## src/rtl/irq_arb_pkg.sv

```systemverilog
package irq_arb_pkg;
    localparam int LVL_W = 3;
    localparam int ARB_W = 4;
    typedef logic [LVL_W-1:0] lvl_t;
    typedef logic [ARB_W-1:0] arb_t;
    localparam lvl_t LVL_TOP     = 3'd7;
    localparam arb_t ARB_EXT_RST = 4'hF;
endpackage

```

## src/rtl/irq_sync.sv

```systemverilog
module irq_sync #(
    parameter int   W       = 7,
    parameter int   STAGES  = 2,
    parameter logic RST_BIT = 1'b1
) (
    input  logic         clk,
    input  logic         rst_n,
    input  logic [W-1:0] d,
    output logic [W-1:0] q
);
    logic [STAGES-1:0][W-1:0] pipe_d, pipe_q;

    always_comb begin
        pipe_d[0] = d;
        for (int s = 1; s < STAGES; s++) begin
            pipe_d[s] = pipe_q[s-1];
        end
    end

    always_ff @(posedge clk or negedge rst_n) begin
        if (!rst_n) pipe_q <= {(STAGES*W){RST_BIT}};
        else        pipe_q <= pipe_d;
    end

    assign q = pipe_q[STAGES-1];
endmodule

```

## src/rtl/irq_prio_enc.sv

```systemverilog
module irq_prio_enc
    import irq_arb_pkg::*;
#(
    parameter int N = 6
) (
    input  logic [N-1:0] act,
    output lvl_t         lvl
);
    always_comb begin
        lvl = '0;
        for (int i = 0; i < N; i++) begin
            if (act[i]) lvl = lvl_t'(i + 1);
        end
    end
endmodule

```

## src/rtl/irq_winner.sv

```systemverilog
module irq_winner
    import irq_arb_pkg::*;
#(
    parameter int N_SRC = 4,
    parameter int SRC_W = 2
) (
    input  logic [N_SRC-1:0][LVL_W-1:0] src_lvl,
    input  logic [N_SRC-1:0][ARB_W-1:0] src_arb,
    input  lvl_t                        mask,
    output logic                        any,
    output lvl_t                        win_lvl,
    output logic [SRC_W-1:0]            win_src,
    output logic                        conflict
);
    logic [N_SRC-1:0] elig;
    arb_t             best_arb;

    always_comb begin
        for (int i = 0; i < N_SRC; i++) begin
            elig[i] = (src_arb[i] != '0) && (src_lvl[i] != '0) &&
                      ((src_lvl[i] == LVL_TOP) || (src_lvl[i] > mask));
        end
    end

    // Single pass: a later source replaces the current best only when it is
    // strictly better, so ties keep the lower index.
    always_comb begin
        any      = 1'b0;
        win_lvl  = '0;
        best_arb = '0;
        win_src  = '0;
        for (int i = 0; i < N_SRC; i++) begin
            if (elig[i] && ((src_lvl[i] > win_lvl) ||
                            ((src_lvl[i] == win_lvl) && (src_arb[i] > best_arb)))) begin
                any      = 1'b1;
                win_lvl  = src_lvl[i];
                best_arb = src_arb[i];
                win_src  = SRC_W'(i);
            end
        end
    end

    always_comb begin
        conflict = 1'b0;
        for (int i = 0; i < N_SRC; i++) begin
            for (int j = i + 1; j < N_SRC; j++) begin
                if ((src_arb[i] != '0) && (src_arb[i] == src_arb[j])) conflict = 1'b1;
            end
        end
    end
endmodule

```

## src/rtl/irq_arbiter.sv

```systemverilog
module irq_arbiter
    import irq_arb_pkg::*;
#(
    parameter int N_INT    = 3,
    parameter int N_EXT    = 7,
    parameter int SYNC_STG = 2,
    localparam int N_SRC   = N_INT + 1,
    localparam int SRC_W   = $clog2(N_SRC)
) (
    input  logic               clk,
    input  logic               rst_n,
    input  logic [N_EXT-1:0]   irq_line_n,
    input  logic [N_INT-1:0]   int_req,
    input  logic [3*N_INT-1:0] int_lvl,
    input  logic               sr_we,
    input  logic [15:0]        sr_wdata,
    input  logic               arb_we,
    input  logic [SRC_W-1:0]   arb_sel,
    input  logic [3:0]         arb_wdata,
    input  logic               ack,
    output logic [2:0]         cur_mask,
    output logic               irq_pend,
    output logic [2:0]         pend_lvl,
    output logic [SRC_W-1:0]   pend_src,
    output logic               ack_valid,
    output logic [2:0]         ack_lvl,
    output logic [SRC_W-1:0]   ack_src,
    output logic               arb_conflict
);
    localparam int TOP_IDX = N_EXT - 1;
    localparam logic [N_SRC-1:0][ARB_W-1:0] ARB_RST = (N_SRC*ARB_W)'(ARB_EXT_RST);

    typedef struct packed {
        lvl_t                        mask;
        logic                        top_req;
        logic                        top_prev;
        logic [N_SRC-1:0][ARB_W-1:0] arb;
        logic                        ack_v;
        lvl_t                        ack_lvl;
        logic [SRC_W-1:0]            ack_src;
    } st_t;

    st_t st_d, st_q;

    logic [N_EXT-1:0] line_s_n;
    logic [N_EXT-1:0] line_act;
    lvl_t             low_lvl;
    lvl_t             ext_lvl;
    logic             top_edge;
    logic             top_clr;
    logic             win_any;
    lvl_t             win_lvl;
    logic [SRC_W-1:0] win_src;
    logic             conflict;
    logic [N_SRC-1:0][LVL_W-1:0] src_lvl;

    irq_sync #(.W(N_EXT), .STAGES(SYNC_STG), .RST_BIT(1'b1)) i_sync (
        .clk   (clk),
        .rst_n (rst_n),
        .d     (irq_line_n),
        .q     (line_s_n)
    );

    assign line_act = ~line_s_n;

    irq_prio_enc #(.N(N_EXT-1)) i_enc (
        .act (line_act[N_EXT-2:0]),
        .lvl (low_lvl)
    );

    assign top_edge = line_act[TOP_IDX] & ~st_q.top_prev;
    assign ext_lvl  = st_q.top_req ? LVL_TOP : low_lvl;

    always_comb begin
        src_lvl[0] = ext_lvl;
        for (int m = 0; m < N_INT; m++) begin
            src_lvl[m+1] = int_req[m] ? int_lvl[3*m +: 3] : 3'd0;
        end
    end

    irq_winner #(.N_SRC(N_SRC), .SRC_W(SRC_W)) i_win (
        .src_lvl  (src_lvl),
        .src_arb  (st_q.arb),
        .mask     (st_q.mask),
        .any      (win_any),
        .win_lvl  (win_lvl),
        .win_src  (win_src),
        .conflict (conflict)
    );

    assign top_clr = ack && win_any && (win_lvl == LVL_TOP) && (win_src == '0);

    always_comb begin
        st_d          = st_q;
        st_d.top_prev = line_act[TOP_IDX];
        st_d.top_req  = (st_q.top_req && !top_clr) || top_edge;
        if (sr_we) st_d.mask = sr_wdata[10:8];
        if (arb_we && (int'(arb_sel) < N_SRC)) st_d.arb[arb_sel] = arb_wdata;
        st_d.ack_v    = ack && win_any;
        st_d.ack_lvl  = (ack && win_any) ? win_lvl : '0;
        st_d.ack_src  = (ack && win_any) ? win_src : '0;
    end

    always_ff @(posedge clk or negedge rst_n) begin
        if (!rst_n) begin
            st_q          <= '0;
            st_q.mask     <= LVL_TOP;
            st_q.arb      <= ARB_RST;
        end else begin
            st_q <= st_d;
        end
    end

    assign cur_mask     = st_q.mask;
    assign irq_pend     = win_any;
    assign pend_lvl     = win_lvl;
    assign pend_src     = win_src;
    assign ack_valid    = st_q.ack_v;
    assign ack_lvl      = st_q.ack_lvl;
    assign ack_src      = st_q.ack_src;
    assign arb_conflict = conflict;

    // a pending level is above the mask unless it is the top level
    a_r2_above_mask: assert property (@(posedge clk) disable iff (!rst_n)
        irq_pend |-> ((pend_lvl > cur_mask) || (pend_lvl == LVL_TOP)));

    // a status-word write loads the mask from bits 10:8
    a_r3_mask_load: assert property (@(posedge clk) disable iff (!rst_n)
        sr_we |=> (cur_mask == $past(sr_wdata[10:8])));

    // the selected source never holds a zero arbitration number
    a_r8_winner_nonzero: assert property (@(posedge clk) disable iff (!rst_n)
        irq_pend |-> (st_q.arb[pend_src] != '0));

    // a grant strobe follows an acknowledge of a pending request
    a_r10_grant_after_ack: assert property (@(posedge clk) disable iff (!rst_n)
        ack_valid |-> ($past(ack) && $past(irq_pend)));

    // the grant reports the level that was pending at the acknowledge
    a_r10_grant_level: assert property (@(posedge clk) disable iff (!rst_n)
        ack_valid |-> (ack_lvl == $past(pend_lvl)));

    // an acknowledged latched top request is gone on the next cycle
    a_r5_top_clear: assert property (@(posedge clk) disable iff (!rst_n)
        (top_clr && !top_edge) |=> !st_q.top_req);
endmodule

```

## config.mk

```make
export PLATFORM = sky130hd
export DESIGN_NAME = irq_arbiter
export DESIGN_NICKNAME = d
export VERILOG_FILES = /design/src/rtl/irq_arb_pkg.sv /design/src/rtl/irq_sync.sv /design/src/rtl/irq_prio_enc.sv /design/src/rtl/irq_winner.sv /design/src/rtl/irq_arbiter.sv
export SDC_FILE = /design/constraint.sdc
export NUM_CORES = 1
export LEC_CHECK = 0
export BUFFER_PORTS_ARGS = -buffer_cell sky130_fd_sc_hd__buf_4
export CORE_ASPECT_RATIO = 0.7
export CORE_MARGIN = 4
export CORE_UTILIZATION = 40
export CTS_BUF_LIST = sky130_fd_sc_hd__clkbuf_8
export DETAILED_ROUTE_END_ITERATION = 10
export HOLD_SLACK_MARGIN = 0.05
export REMOVE_ABC_BUFFERS = 1
export SLEW_MARGIN = 20
export SYNTH_ARGS = -nofsm -noshare
export SYNTH_HDL_FRONTEND = slang
export SYNTH_SLANG_ARGS = --single-unit
export TNS_END_PERCENT = 1
```

## constraint.sdc

```tcl
create_clock -name clk -period 17.4 [get_ports clk]
set_input_delay 1.74 -clock clk [delete_from_list [all_inputs] [get_ports clk]]
set_output_delay 1.74 -clock clk [all_outputs]
set_load 0.02 [all_outputs]
```

# After elaboration in Yosys (flattened, before gate mapping)
# Cells that the tools add are included.
[classes] n_lt_le_gt_ge=14 n_eq_ne=14 n_mux=35 bitwise=3 n_reduce_logical=47
[ops] op="$mux W3" n=12
[ops] op="$logic_and A1 B1 Y1" n=27
[ops] op="$eq A4 B4 Y1" n=6
[ops] op="$gt A3 B3 Y1" n=7
[ops] op="$bwmux W16" n=1
[ops] op="$mux W4" n=4
[ops] op="$reduce_bool A4 Y1" n=4
[ops] op="$eq A3 B3 Y1 const B" n=5
[ops] op="$gt A4 B4 Y1" n=3
[ops] op="$mux W1" n=12
[ops] op="$reduce_bool A3 Y1" n=4
[ops] op="$mux W2" n=5
[ops] op="$eq A3 B3 Y1" n=3
[ops] op="$logic_or A1 B1 Y1" n=9
[ops] op="$demux W4 S2" n=1
[ops] op="$not A7 Y7" n=1
[ops] op="$gt A4 B1 Y1 const B" n=1
[ops] op="$gt A3 B1 Y1 const B" n=1
[ops] op="$logic_not A3 Y1" n=1
[ops] op="$lt A2 B3 Y1 const B" n=1
[ops] op="$ge A2 B1 Y1 const B" n=1
[ops] op="$logic_not A2 Y1" n=1
[ops] op="$and A1 B1 Y1" n=1
[ops] op="$logic_not A1 Y1" n=1
[ops] op="$not A1 Y1" n=1
[word_totals] regBits=41 input_bits=46 output_inout_bits=16 elab_cells=125

# Depth between registers and ports, before layout
[depth] depth_word=34 mapped_depth=32 depth_no_buf=30

# Hierarchy
# A second synthesis with hierarchy kept.
[hier_totals] cells_unflattened=320 hier_area_um2=3164.3
[modules_own_cells] module="irq_winner" n_inst=1 cells_per_inst=210 area_per_inst_um2=1570.3 seq_area_each_um2=0.0
[modules_own_cells] module="irq_arbiter" n_inst=1 cells_per_inst=88 area_per_inst_um2=1176.1 seq_area_each_um2=684.4
[modules_own_cells] module="irq_sync" n_inst=1 cells_per_inst=14 area_per_inst_um2=367.9 seq_area_each_um2=367.9
[modules_own_cells] module="irq_prio_enc" n_inst=1 cells_per_inst=8 area_per_inst_um2=50.0 seq_area_each_um2=0.0

# Worst setup path before layout
# Ideal clock, no wire load.
[synth_timing] path_kind="input port to output port" startpoint="in int_lvl[1]" endpoint="out pend_lvl[1]" arrival_time_ps=6427 t_required_ps=15660 path_slack_ps=9233 stages=22 n_path_buf=2 path_cell_list="and2_1 > ha_1 > and3_1 > a21oi_1 > o21ai_1 > a211oi_4 > mux2_2 > ha_1 > o21ai_0 > a21oi_1 > o221ai_1 > a211oi_2 > buf_2 > mux2_2 > ha_1 > nor2b_1 > nor3_1 > o21ai_0 > o2111ai_1 > clkbuf_1 > nor2_1 > a21oi_1"
[synth_between] elab_chain_len=16
[synth_lines] item="start, declared" line_no="irq_arbiter.sv:14" text="input logic [3*N_INT-1:0] int_lvl,"
[synth_lines] item="$mux W3 *" line_no="irq_arbiter.sv:77" text="src_lvl[m+1] = int_req[m] ? int_lvl[3*m +: 3] : 3'd0;"
[synth_lines] item="$gt A3 B3 Y1 (tied with other cells)" line_no="irq_winner.sv:21" text="((src_lvl[i] == LVL_TOP) || (src_lvl[i] > mask));"
[synth_lines] item="$logic_or A1 B1 Y1 (tied with other cells)" line_no="irq_winner.sv:21"
[synth_lines] item="$logic_and A1 B1 Y1 or $logic_or A1 B1 Y1 (tied branches)" line_no="irq_winner.sv:20, irq_winner.sv:33"
[synth_lines] item="$logic_and A1 B1 Y1" line_no="irq_winner.sv:33" text="if (elig[i] && ((src_lvl[i] > win_lvl) ||"
[synth_lines] item="$mux W4 or $mux W3 (tied branches)" line_no="irq_winner.sv:33"
[synth_lines] item="$gt A4 B4 Y1 or $eq A3 B3 Y1 (tied branches)" line_no="irq_winner.sv:34" text="((src_lvl[i] == win_lvl) && (src_arb[i] > best_arb)))) begin"
[synth_lines] item="$logic_and A1 B1 Y1" line_no="irq_winner.sv:34"
[synth_lines] item="$logic_or A1 B1 Y1" line_no="irq_winner.sv:33"
[synth_lines] item="$logic_and A1 B1 Y1" line_no="irq_winner.sv:33"
[synth_lines] item="$mux W4 or $mux W3 (tied branches)" line_no="irq_winner.sv:33"
[synth_lines] item="$gt A4 B4 Y1 or $eq A3 B3 Y1 (tied branches)" line_no="irq_winner.sv:34"
[synth_lines] item="$logic_and A1 B1 Y1" line_no="irq_winner.sv:34"
[synth_lines] item="$logic_or A1 B1 Y1" line_no="irq_winner.sv:33"
[synth_lines] item="$logic_and A1 B1 Y1" line_no="irq_winner.sv:33"
[synth_lines] item="$mux W3 *" line_no="irq_winner.sv:33"
[synth_lines] item="end, declared" line_no="irq_arbiter.sv:23" text="output logic [2:0] pend_lvl,"
# Mark *: on every way between the ends. The rest lies on a longest branch, timed or not.

# Worst setup path in the final report
[layout_timing] startpoint="reg i_sync.pipe_q, in the netlist i_sync.q[2]" endpoint="out pend_lvl[0]"
[layout_between] elab_chain_len=26
[layout_lines] item="start, declared" line_no="irq_sync.sv:11" text="logic [STAGES-1:0][W-1:0] pipe_d, pipe_q;"
[layout_lines] item="start signal, assigned" line_no="irq_sync.sv:21" text="if (!rst_n) pipe_q <= {(STAGES*W){RST_BIT}};"
[layout_lines] item="start signal, assigned" line_no="irq_sync.sv:22" text="else pipe_q <= pipe_d;"
[layout_lines] item="$not A7 Y7 *" line_no="irq_arbiter.sv:64" text="assign line_act = ~line_s_n;"
[layout_lines] item="$mux W2 *" line_no="irq_prio_enc.sv:12" text="if (act[i]) lvl = lvl_t'(i + 1);"
[layout_lines] item="$mux W3 * (3 in a row)" line_no="irq_prio_enc.sv:12"
[layout_lines] item="$mux W3 *" line_no="irq_arbiter.sv:72" text="assign ext_lvl = st_q.top_req ? LVL_TOP : low_lvl;"
[layout_lines] item="$gt A3 B3 Y1 (tied with other cells)" line_no="irq_winner.sv:21"
[layout_lines] item="$logic_or A1 B1 Y1 (tied with other cells)" line_no="irq_winner.sv:21"
[layout_lines] item="$logic_and A1 B1 Y1 or $logic_or A1 B1 Y1 (tied branches)" line_no="irq_winner.sv:20, irq_winner.sv:33"
[layout_lines] item="$logic_and A1 B1 Y1" line_no="irq_winner.sv:33"
[layout_lines] item="[... 8 more ...]"
[layout_lines] item="$logic_or A1 B1 Y1" line_no="irq_winner.sv:33"
[layout_lines] item="$logic_and A1 B1 Y1" line_no="irq_winner.sv:33"
[layout_lines] item="$mux W4 or $mux W3 (tied branches)" line_no="irq_winner.sv:33"
[layout_lines] item="$gt A4 B4 Y1 or $eq A3 B3 Y1 (tied branches)" line_no="irq_winner.sv:34"
[layout_lines] item="$logic_and A1 B1 Y1" line_no="irq_winner.sv:34"
[layout_lines] item="$logic_or A1 B1 Y1" line_no="irq_winner.sv:33"
[layout_lines] item="$logic_and A1 B1 Y1" line_no="irq_winner.sv:33"
[layout_lines] item="$mux W3 *" line_no="irq_winner.sv:33"
# Marks and branches as above.

==> key figures <==
Global routing
  – Grt ovf: 0
  – Largest net degree at the start of global routing: 42
  – Global-route usage over all layers: 15.67%
  – First-pass GRT wire length: ~11000 µm
  – Vias in the first global route: ~2300
  – Initial antenna violation count: 0

Pwr
  – Clock power share: 17.6%
  – Seq pwr share: 33.0%
  – Peak supply drop: between 0.00004 and 0.00005 V
  – Power Total: 0.0004050 W
  – Psw: 0.0001599 W
  – Pleak: 1.579 nW
  – Pwr/cell area: 116.2 nW/µm²
  – Sw Ratio: 39.49%
  – Cell-internal power: 0.0002451 W
  – Combinational Power Share: 49.3%

Clocking
  – Post-CTS resize count: 0
  – CTS tree: done
  – CTS Hold Buffers Added: 0
  – H-tree depth: 2
  – CTS root buf: clkbuf_8
  – Worst-path clk slew: 80 ps
  – Clk buf depth: 2
  – CTS buffer count: 5
  – Postcts setup bufs: 0
  – Sinks on the clock net: 41
  – Skew-Pair Late Insertion Delay: 300 ps

Critical path
  – R2R Setup Slk: ~9500 ps
  – Crit path DAT: 8150 ps
  – Worst Setup SP: i_sync.q[2]$_DFF_PN1_
  – Element type at the critical path end: output pin
  – Worst r2r path cells: 27
  – CP endpoint: pend_lvl[0]
  – Worst endpoint required time: 15660 ps
  – Crit Path Category: register to output pin
  – Critical path fanouts, max: 15
  – R2R Path Start: i_sync.q[2]$_DFF_PN1_
  – RR Endpoint: ack_lvl[2]$_DFF_PN0_
  – Crit start category: register

STA
  – Period utilisation layout: 56.81%
  – Slew headroom: 36.10%
  – Hold Fails Final Rpt: 0
  – Final worst setup slack: 7515 ps
  – Worst Max-Slew Pin Slew: between 900 and 1000 ps
  – Worst Skew: 12.53 ps
  – Setup_tns: 0 ps
  – Fmax: 101.2 MHz
  – Max Slew Vio Count: 0
  – RSZ-0062 raised after global routing: false
  – Setup violations, final: 0
  – Fin crit period: 9885 ps

Logic synthesis
  – Ys Warns: 0
  – Number of synthesized flops with an enable pin: 0
  – Post-Syn Instances: 299
  – Sequential area share after synthesis: 35.19%
  – Post-Syn Area: 2990 µm²
  – Post-synth ARST share: 100.0%
  – Synth Register Bits: 41
  – Synth cell types: a little under 50
  – Synth Flop Type: dfstp_2
  – Syn Area/Cell: 10.00 µm²

Placement
  – IO Port Bufs: 48
  – Cells after DPL: 430
  – Final RePlAce weighted congestion: 0.8327
  – Pre-CTS setup slack: 7904 ps
  – Detailed placement HPWL: 5357 µm

Worst hold path
  – Hold_sp: i_sync.pipe_d[13]$_DFF_PN1_
  – Worst hold-check path type: register to register

Cells and area
  – Area grow syn2layout: 16.53%
  – Finished Core Util: approximately 48%
  – Register area: 1052 µm²
  – Antenna fix cells: 0
  – Most common cell after layout, fill and taps aside: buf_4
  – Non-filler cells, final: 438
  – Footprint of the multi-input gates: about 1800 µm²
  – Fin nets: 418
  – Highest-count cells in the layout ignoring fill and taps: 48 x buf_4, 33 x ha_1, 25 x mux2_2
  – Fillers: 708
  – Share of cells above drive strength 1: about a third

Route
  – Routed WL: 6693 µm
  – Vias: 2305
  – Wirelength per Cell: between 15 and 20 µm
  – DR pass1 iterations: 4
  – Vias/cell: about 5.3
  – DRC viols: 0
  – Initial DRC count: 71
  – ANT nets after route: 0

Floorplanning
  – DIE AREA: 8945 µm²
  – Initial Util: about two fifths
  – Core Area: 7287 µm²
  – Die H: between 80 and 90 µm
  – DIE WIDTH: about 110 µm
  – Floorplan row count: 26
  – Top Ports: 62

Run
  – Max Cap Viol: 0

Outcome
  – Status: finished, final reports clean
==> registers in the layout, indices dropped and copies added (netlist names) <==
register	flops
ack_lvl	3
ack_valid	1
ack_src	2
i_sync.pipe_d	7
i_sync.q	7
st_q	18
cur_mask	3
==> area by class of cell <==
cell class / count / area share, %
multi-input cells: 225 / 50.99
inverters: 18 / 1.939
flip-flops and latches: 41 / 30.20
clock buffers: 7 / 2.765
repair buffers: 48 / 10.34
well taps: 98 / 3.519
clock inverters: 1 / 0.2513
==> per-stage QoR <==
stage	instance area (µm²)	hold WS (ps)
after floorplan	2897	345.2
after detailed placement	3379	347.2
after global placement	3379	346.1
final	3485	357.9
after CTS	3485	359.4
after global routing	3485	361.1
==> per-layer routing <==
| layer | GRT usage, % | vias up | part of all wire [%] |
|---|---|---|---|
| met5 | 0 | - | 0 |
| met4 | 4.253 | 0 | 0.88 |
| met3 | 3.690 | 7 | 4.4 |
| met2 | 22.68 | 49 | 41 |
| met1 | 23.19 | 1104 | 53 |
| li1 | - | 1145 | - |
==> power groups by stage <==
stage | logic, W | registers (W) | clock network, W
finish | 0.000200 | 0.000134 | 0.0000715
global route | 0.000227 | 0.000136 | 0.0000781
CTS | 0.000201 | 0.000134 | 0.0000737
detailed placement | 0.000200 | 0.000135 | 0
global placement | 0.000194 | 0.000135 | 0
floorplan | 0.000137 | 0.000135 | 0
==> how the worst min path moves through the flow <==
stage                            endpoint  slack [ps]  cells past startpoint
finish              i_sync.q[6]$_DFF_PN1_         360                      0
detailed placement  i_sync.q[5]$_DFF_PN1_         350                      0
CTS                 i_sync.q[5]$_DFF_PN1_         360                      0
floorplan           i_sync.q[0]$_DFF_PN1_         350                      0
global placement    i_sync.q[6]$_DFF_PN1_         350                      0
global route        i_sync.q[0]$_DFF_PN1_         360                      0
==> critical path: stages (launching register included) <==
cell	delay, ps
dfstp_2	530
o21ai_0	110
a311oi_1	480
ha_1	320
nand3_1	90
o211ai_1	100
a21oi_1	300
and2_1	280
nand2_1	120
ha_1	320
a41oi_1	340
nor3_4	70
a211oi_4	510
mux2_2	430
ha_1	300
o21ai_0	80
a21oi_1	150
o221ai_1	150
a211oi_2	820
mux2_2	430
ha_1	290
nand4_1	90
nor2_1	40
nor4_1	310
o2111ai_1	490
nand2b_1	340
o211a_1	190
buf_4	140
==> Yosys cell counts (all sizes together), types with 2 or more instances <==
cell type | count | area share (%)
a211oi | 6 | 2.1
a21oi | 15 | 2.5
and2 | 9 | 1.9
and3 | 4 | 0.84
buf | 14 | 3.0
dfrtp | 20 | 17
dfstp | 21 | 18
ha | 33 | 14
inv | 18 | 2.3
mux2 | 26 | 9.9
nand2 | 19 | 2.5
nand2b | 7 | 1.5
nand3 | 12 | 2.0
nand3b | 4 | 1.0
nand4 | 3 | 0.63
nor2 | 9 | 1.1
nor2b | 6 | 1.3
nor3 | 5 | 1.2
nor4 | 8 | 1.7
o2111ai | 2 | 0.59
o21a | 2 | 0.75
o21ai | 16 | 2.7
o221ai | 2 | 0.59
xnor2 | 3 | 0.88
xor2 | 20 | 5.9
==> kinds of logic after synthesis <==
kind of cell	Yosys count	synth area share, %
adders and majority gates	33	13.81
and+or+nand+nor	90	16.69
AOI/OAI and AO/OA	52	11.93
muxes	27	10.25
buffers and inverters	33	5.397
DFF	41	35.19
xor gates and xnor gates	23	6.737
(Power assumes the default switching activity.)
